<file path="config.mk">
export PLATFORM = sky130hd
export DESIGN_NAME = apm_cmd_port
export DESIGN_NICKNAME = d
export VERILOG_FILES = /design/src/rtl/apm_pkg.sv /design/src/rtl/apm_ctl.sv /design/src/rtl/apm_dp.sv /design/src/rtl/apm_cmd_port.sv
export SDC_FILE = /design/constraint.sdc
export NUM_CORES = 1
export LEC_CHECK = 0
export ABC_AREA = 0
export BUFFER_PORTS_ARGS = -buffer_cell sky130_fd_sc_hd__buf_2
export CAP_MARGIN = 20
export CORE_AREA = 2 2 48 46
export DETAILED_ROUTE_END_ITERATION = 10
export DIE_AREA = 0 0 50 48
export PLACE_DENSITY_LB_ADDON = 0.15
export SYNTH_ARGS = -nofsm -noshare
export SYNTH_HDL_FRONTEND = slang
export SYNTH_SLANG_ARGS = --single-unit
</file>
<file path="constraint.sdc">
create_clock -name clk -period 3.02 [get_ports clk]
set_clock_uncertainty 0.05 [all_clocks]
set_input_delay 0.604 -clock clk [delete_from_list [all_inputs] [get_ports clk]]
set_output_delay 0.604 -clock clk [all_outputs]
set_load 0.05 [all_outputs]
</file>
<file path="src/rtl/apm_pkg.sv">
package apm_pkg;
  // Strobes from control to datapath
  typedef struct packed {
    logic loadByte;     // store the write byte
    logic captureRead;  // present stored byte on read port
  } apmStrobes_t;
endpackage

</file>
<file path="src/rtl/apm_ctl.sv">
module apm_ctl
  import apm_pkg::*;
#(
  parameter int ADDR_W = 16,
  parameter int SIZE_W = 2,
  parameter logic [ADDR_W-1:0] PORT_ADDR = 16'h00B2,
  parameter logic [SIZE_W-1:0] SIZE_BYTE = '0
) (
  input  logic              clk,
  input  logic              rstN,
  input  logic [ADDR_W-1:0] ioAddr,
  input  logic [SIZE_W-1:0] ioSize,
  input  logic              ioWrStb,
  input  logic              ioRdStb,
  input  logic              smiGlobalEn,
  input  logic              smiPortEn,
  input  logic              stopClkEn,
  input  logic              stopClkAck,
  output apmStrobes_t       strobes,
  output logic              rdValid,
  output logic              smiReq,
  output logic              stopClkReq
);
  logic addrHit;
  logic sizeOk;
  logic portHit;
  logic wrHit;
  logic rdHit;
  logic smiFire;
  logic stopSet;

  // Decode: exact address and byte-size access only
  assign addrHit = (ioAddr == PORT_ADDR);
  assign sizeOk  = (ioSize == SIZE_BYTE);
  assign portHit = addrHit && sizeOk;
  assign wrHit   = ioWrStb && portHit;
  assign rdHit   = ioRdStb && portHit;

  // Side-effect qualification
  assign smiFire = wrHit && smiGlobalEn && smiPortEn;
  assign stopSet = rdHit && stopClkEn;

  always_comb begin
    strobes             = '0;
    strobes.loadByte    = wrHit;
    strobes.captureRead = rdHit;
  end

  always_ff @(posedge clk) begin
    if (!rstN) begin
      smiReq     <= 1'b0;
      rdValid    <= 1'b0;
      stopClkReq <= 1'b0;
    end else begin
      smiReq  <= smiFire;
      rdValid <= rdHit;
      if (stopSet)
        stopClkReq <= 1'b1;
      else if (stopClkAck)
        stopClkReq <= 1'b0;
    end
  end
endmodule

</file>
<file path="src/rtl/apm_dp.sv">
module apm_dp
  import apm_pkg::*;
#(
  parameter int DATA_W = 8
) (
  input  logic              clk,
  input  logic              rstN,
  input  apmStrobes_t       strobes,
  input  logic [DATA_W-1:0] wrData,
  output logic [DATA_W-1:0] storedByte,
  output logic [DATA_W-1:0] rdData
);
  always_ff @(posedge clk) begin
    if (!rstN) begin
      storedByte <= '0;
      rdData     <= '0;
    end else begin
      if (strobes.loadByte)
        storedByte <= wrData;
      if (strobes.captureRead)
        rdData <= storedByte;
    end
  end
endmodule

</file>
<file path="src/rtl/apm_cmd_port.sv">
module apm_cmd_port
  import apm_pkg::*;
#(
  parameter int ADDR_W = 16,
  parameter int DATA_W = 8,
  parameter int SIZE_W = 2,
  parameter logic [ADDR_W-1:0] PORT_ADDR = 16'h00B2,
  parameter logic [SIZE_W-1:0] SIZE_BYTE = '0
) (
  input  logic              clk,
  input  logic              rstN,
  input  logic [ADDR_W-1:0] ioAddr,
  input  logic [SIZE_W-1:0] ioSize,
  input  logic              ioWrStb,
  input  logic              ioRdStb,
  input  logic [DATA_W-1:0] wrData,
  input  logic              smiGlobalEn,
  input  logic              smiPortEn,
  input  logic              stopClkEn,
  input  logic              stopClkAck,
  output logic [DATA_W-1:0] rdData,
  output logic              rdValid,
  output logic              smiReq,
  output logic              stopClkReq
);
  apmStrobes_t       strobes;
  logic [DATA_W-1:0] storedByte;

  apm_ctl #(
    .ADDR_W(ADDR_W), .SIZE_W(SIZE_W),
    .PORT_ADDR(PORT_ADDR), .SIZE_BYTE(SIZE_BYTE)
  ) u_ctl (
    .clk(clk), .rstN(rstN), .ioAddr(ioAddr), .ioSize(ioSize),
    .ioWrStb(ioWrStb), .ioRdStb(ioRdStb),
    .smiGlobalEn(smiGlobalEn), .smiPortEn(smiPortEn),
    .stopClkEn(stopClkEn), .stopClkAck(stopClkAck),
    .strobes(strobes), .rdValid(rdValid), .smiReq(smiReq),
    .stopClkReq(stopClkReq)
  );

  apm_dp #(.DATA_W(DATA_W)) u_dp (
    .clk(clk), .rstN(rstN), .strobes(strobes), .wrData(wrData),
    .storedByte(storedByte), .rdData(rdData)
  );
endmodule

</file>
# Yosys cells after proc, flatten, opt, wreduce, memory -nomap -nowiden
# Cells that the tools add are included.
# word_totals
output_inout_bits	11
in_bits	34
regBits	19
# classes
n_reduce_logical	8
n_eq_ne	1
muxes	2
# op_table
cell	n
16-bit by 8-bit equality test with 1-bit output, second input constant	1
1-bit logical AND	6
2-bit logical NOT	1
1-bit two-way mux	2
2-bit nonzero test	1

# Depth between registers and ports, before layout
# logic_depth
depth_word	5
ltp_mapped	6

# By module
# Synthesis repeated with hierarchy kept, for this count alone.
# hier_totals
hier_cells	74
area_unflattened_um2	829.5
# by_module_without_submodules
mod	area_each_um2	seq_area_each_um2	cells_per_inst	instances
apm_dp	608.1	320.3	51	1
apm_ctl	221.5	60.1	23	1

# Worst setup path after synthesis
# Ideal clock, no wire load.
# synth_timing
path_kind	input to register
startpoint	input ioAddr[13]
endpoint	register u_dp.storedByte[0]
stages	6
setup_time_ps	132
slack_ps	768
arrival_time_ps	2070
required_time_ps	2838
path_buffers	2
path_cell_list	or4_4 -> or4_4 -> buf_6 -> buf_6 -> o21ai_1 -> a21oi_1
# synth_between
elab_chain_cells	3
# synth_lines
element	line_no	source
start: declaration	apm_cmd_port.sv:12	input logic [ADDR_W-1:0] ioAddr,
16-bit by 8-bit equality test with 1-bit output	apm_ctl.sv:33	assign addrHit = (ioAddr == PORT_ADDR);
1-bit logical AND	apm_ctl.sv:35	assign portHit = addrHit && sizeOk;
1-bit logical AND	apm_ctl.sv:36	assign wrHit = ioWrStb && portHit;
end signal: assignment	apm_dp.sv:19	storedByte <= wrData;
end: declaration	apm_dp.sv:10	output logic [DATA_W-1:0] storedByte,
# No other way between the ends.
# A chain may end at the register's enable or synchronous reset.

# Worst setup path after layout
# layout_timing
startpoint	input ioAddr[13]
endpoint	register u_dp.rdData[4]
# layout_between
elab_chain_cells	3
# layout_lines
element	line_no	source
16-bit by 8-bit equality test with 1-bit output	apm_ctl.sv:33	
1-bit logical AND	apm_ctl.sv:35	
1-bit logical AND	apm_ctl.sv:37	assign rdHit = ioRdStb && portHit;
end signal: assignment	apm_dp.sv:21	rdData <= storedByte;
end: declaration	apm_dp.sv:11	output logic [DATA_W-1:0] rdData
# No other way between the ends.

==> impl_metrics.yaml <==
status:
  status: "complete, no violations"
global_route:
  grt_pass1_wl_um: 3180
  antenna_found_initial: 0
  grt_start_max_net_pins: 19
  grt_pass1_vias: 720
  grt-ovfl-total: 0
  grt_usage: 0.183
finish:
  final_util: 0.564
  nFillCells: 184
  nets: 167
  synthToLayoutAreaGrowth_pct: 29.5
  insertedDiodeCount: 0
  drive_above_1_share: 0.386
worst_setup_path:
  crit_type: "input pin to flip-flop"
  startpoint_type: "input pin"
  worstPathMaxFanout: 18
  critPathCaptureType: "flip-flop"
  cp.arrival_ns: 2.15
  required_ns: 3.15
clock_network:
  cts_root_buf: "clkbuf_4"
  clk_pin_slew_worst_paths_ns: 0.10
  cts.sinks: 19
  cts_resized: 0
  clk_latency_ns: 0.30
  postCtsSetupBuffers: 0
  cts_buffers: 3
  cts_buffer_depth: 2
  htree_levels: 1
  cts_hold_buf: 0
  cts_tree: "yes"
synthesis:
  synth_cell_types: 18
  seq_area_frac_synth: 0.470
  synthesis.nets: 125
  syn-cell-area_um2: 810
  ys_ff_latch: 19
  ys_warn_count: 0
  syn_inst: 91
  synth_largest_type_area_fraction: 0.470
  yosysTopAreaCell: "dfxtp_1"
  avgSynthCellArea_um2: 8.90
  synth.area.top_cells: "dfxtp_1 (47%), nand4_1 (13%), a21oi_1 (11%)"
die:
  die_area_um2: 2400
  pin_count: 45
  fp.dieH_um: 48
  std_cell_rows: 15
  core_region_area_um2: 1860
  start_util: 0.436
  die_w_um: 50
timing:
  fin_setup_tns_ns: 0
  slew_violations: 0
  setup_violations: 0
  hold_ws_ns: 0.426
  min_period_ns: 2.01
  fin_crit_sh: 0.667
  hold_viol: 0
  slew_headroom: 0.621
  worst_slew_pin_slew_ns: 0.568
  rsz0062_at_grt: "false"
  fmax_ghz: 0.497
route:
  route.detailed.drc: 0
  dr.pass1.iters: 4
  drtIter0Drc: 28
  wl_per_cell_um: 12.9
  viasPerCell: 5.56
  vias: 873
  finalWirelength_um: 2020
  ant_nets: 0
placed_design:
  io_buffers: 44
  gp_congestion: 0.764
  hpwl_um: 1420
flow_run:
  maxCapViolCount: 0
min_path:
  hold_class: "flip-flop to flip-flop"
power_and_ir_drop:
  vdd_ir_drop_max_uv: 335
  p_per_area_nw_per_um2: 394
  switching_share: 0.227
  p_leak_nw: 0.419
  comb_power_share: 0.081
  p_int_uw: 319
  power_switching_uw: 93.5
  clockPowerShare: 0.313
  power.share.sequential: 0.607
worst max-delay path, cell delays in order:
cell	delay, ns
buf_2	0.10
or4_4	0.54
or4_4	0.62
o21ai_0	0.20
a21oi_1	0.08
metal layers:
layer,global-route usage,share of wire,routed length (um)
met1,0.208,0.40,815
met2,0.318,0.50,1010
met3,0.0656,0.084,171
met4,0.0778,0.013,27
met5,0,0,0
worst paths after layout:
check	slack, ns	cells past startpoint	end	from
hold / removal	0.43	2	u_ctl.stopClkReq$_SDFFE_PN0P_	u_ctl.stopClkReq$_SDFFE_PN0P_
setup / recovery	1.01	5	u_dp.rdData[4]$_SDFFE_PN0P_	ioAddr[13]
setup reg to reg	2.31	2	u_dp.rdData[1]$_SDFFE_PN0P_	u_dp.storedByte[1]$_SDFFE_PN0P_
hold reg to reg	0.43	2	u_ctl.stopClkReq$_SDFFE_PN0P_	u_ctl.stopClkReq$_SDFFE_PN0P_
power groups by stage:
stage                     Sequential (mW)  Clock [mW]  Combinational, mW
after global routing                0.250       0.139             0.0362
after global placement              0.256           0             0.0322
after detailed placement            0.256           0             0.0328
after CTS                           0.250       0.131             0.0330
final                               0.250       0.129             0.0332
after floorplan                     0.256           0            0.00985
cell type report:
cell class	count	area [um^2]	share of cell area
Multi-Input combinational cell	63	379	0.362
Timing Repair Buffer	45	228	0.217
Sequential cell	19	380	0.363
Inverter	1	3.75	0.00358
Tap cell	25	31.3	0.0298
Clock buffer	4	26.3	0.0251
logic make-up (layout without fill, tap and decap cells):
group | count (synthesis) | count (layout) | share of synthesized area
AOI/OAI and AO/OA | 33 | 33 | 0.204
DFF | 19 | 19 | 0.470
and+or+nand+nor | 30 | 30 | 0.264
buffers and inverters | 9 | 50 | 0.0618
cell usage in the layout, fill, tap and decap left out, types with 2 or more instances in the layout:
cell type  Yosys  routed
or4_4          2       2
nand3_1        3       3
buf_2          1      44
nand4_1       17      17
a21oi_1       17      17
clkbuf_4       0       3
dfxtp_1       19      19
o21ai_1        8       8
nor3_1         2       2
o21ai_0        8       8
registers in the layout, indices dropped and copies added, names as in the netlist:
name	count
u_ctl.smiReq	1
u_ctl.rdValid	1
u_dp.rdData	8
u_dp.storedByte	8
u_ctl.stopClkReq	1
stage by stage:
stage          setup slack, ns  area [um^2]  total power [mW]  cells
2_1_floorplan            0.768          810             0.266     91
3_3_place_gp             0.699         1020             0.288    153
3_5_place_dp             0.681         1020             0.289    153
4_1_cts                   1.01         1050             0.415    157
5_1_grt                  0.917         1050             0.426    157
6_report                  1.01         1050             0.413    157
synthesized netlist by cell type:
cell type  instances
a21oi_1           17
and2_1             1
and4b_1            1
buf_2              1
buf_6              2
clkbuf_1           5
clkinv_1           1
dfxtp_1           19
nand2b_1           1
nand3_1            3
nand4_1           17
nor3_1             2
nor4_4             1
nor4b_1            1
o21ai_0            8
o21ai_1            8
or4_1              1
or4_4              2
Note: power is estimated with default switching activity, not from simulation.
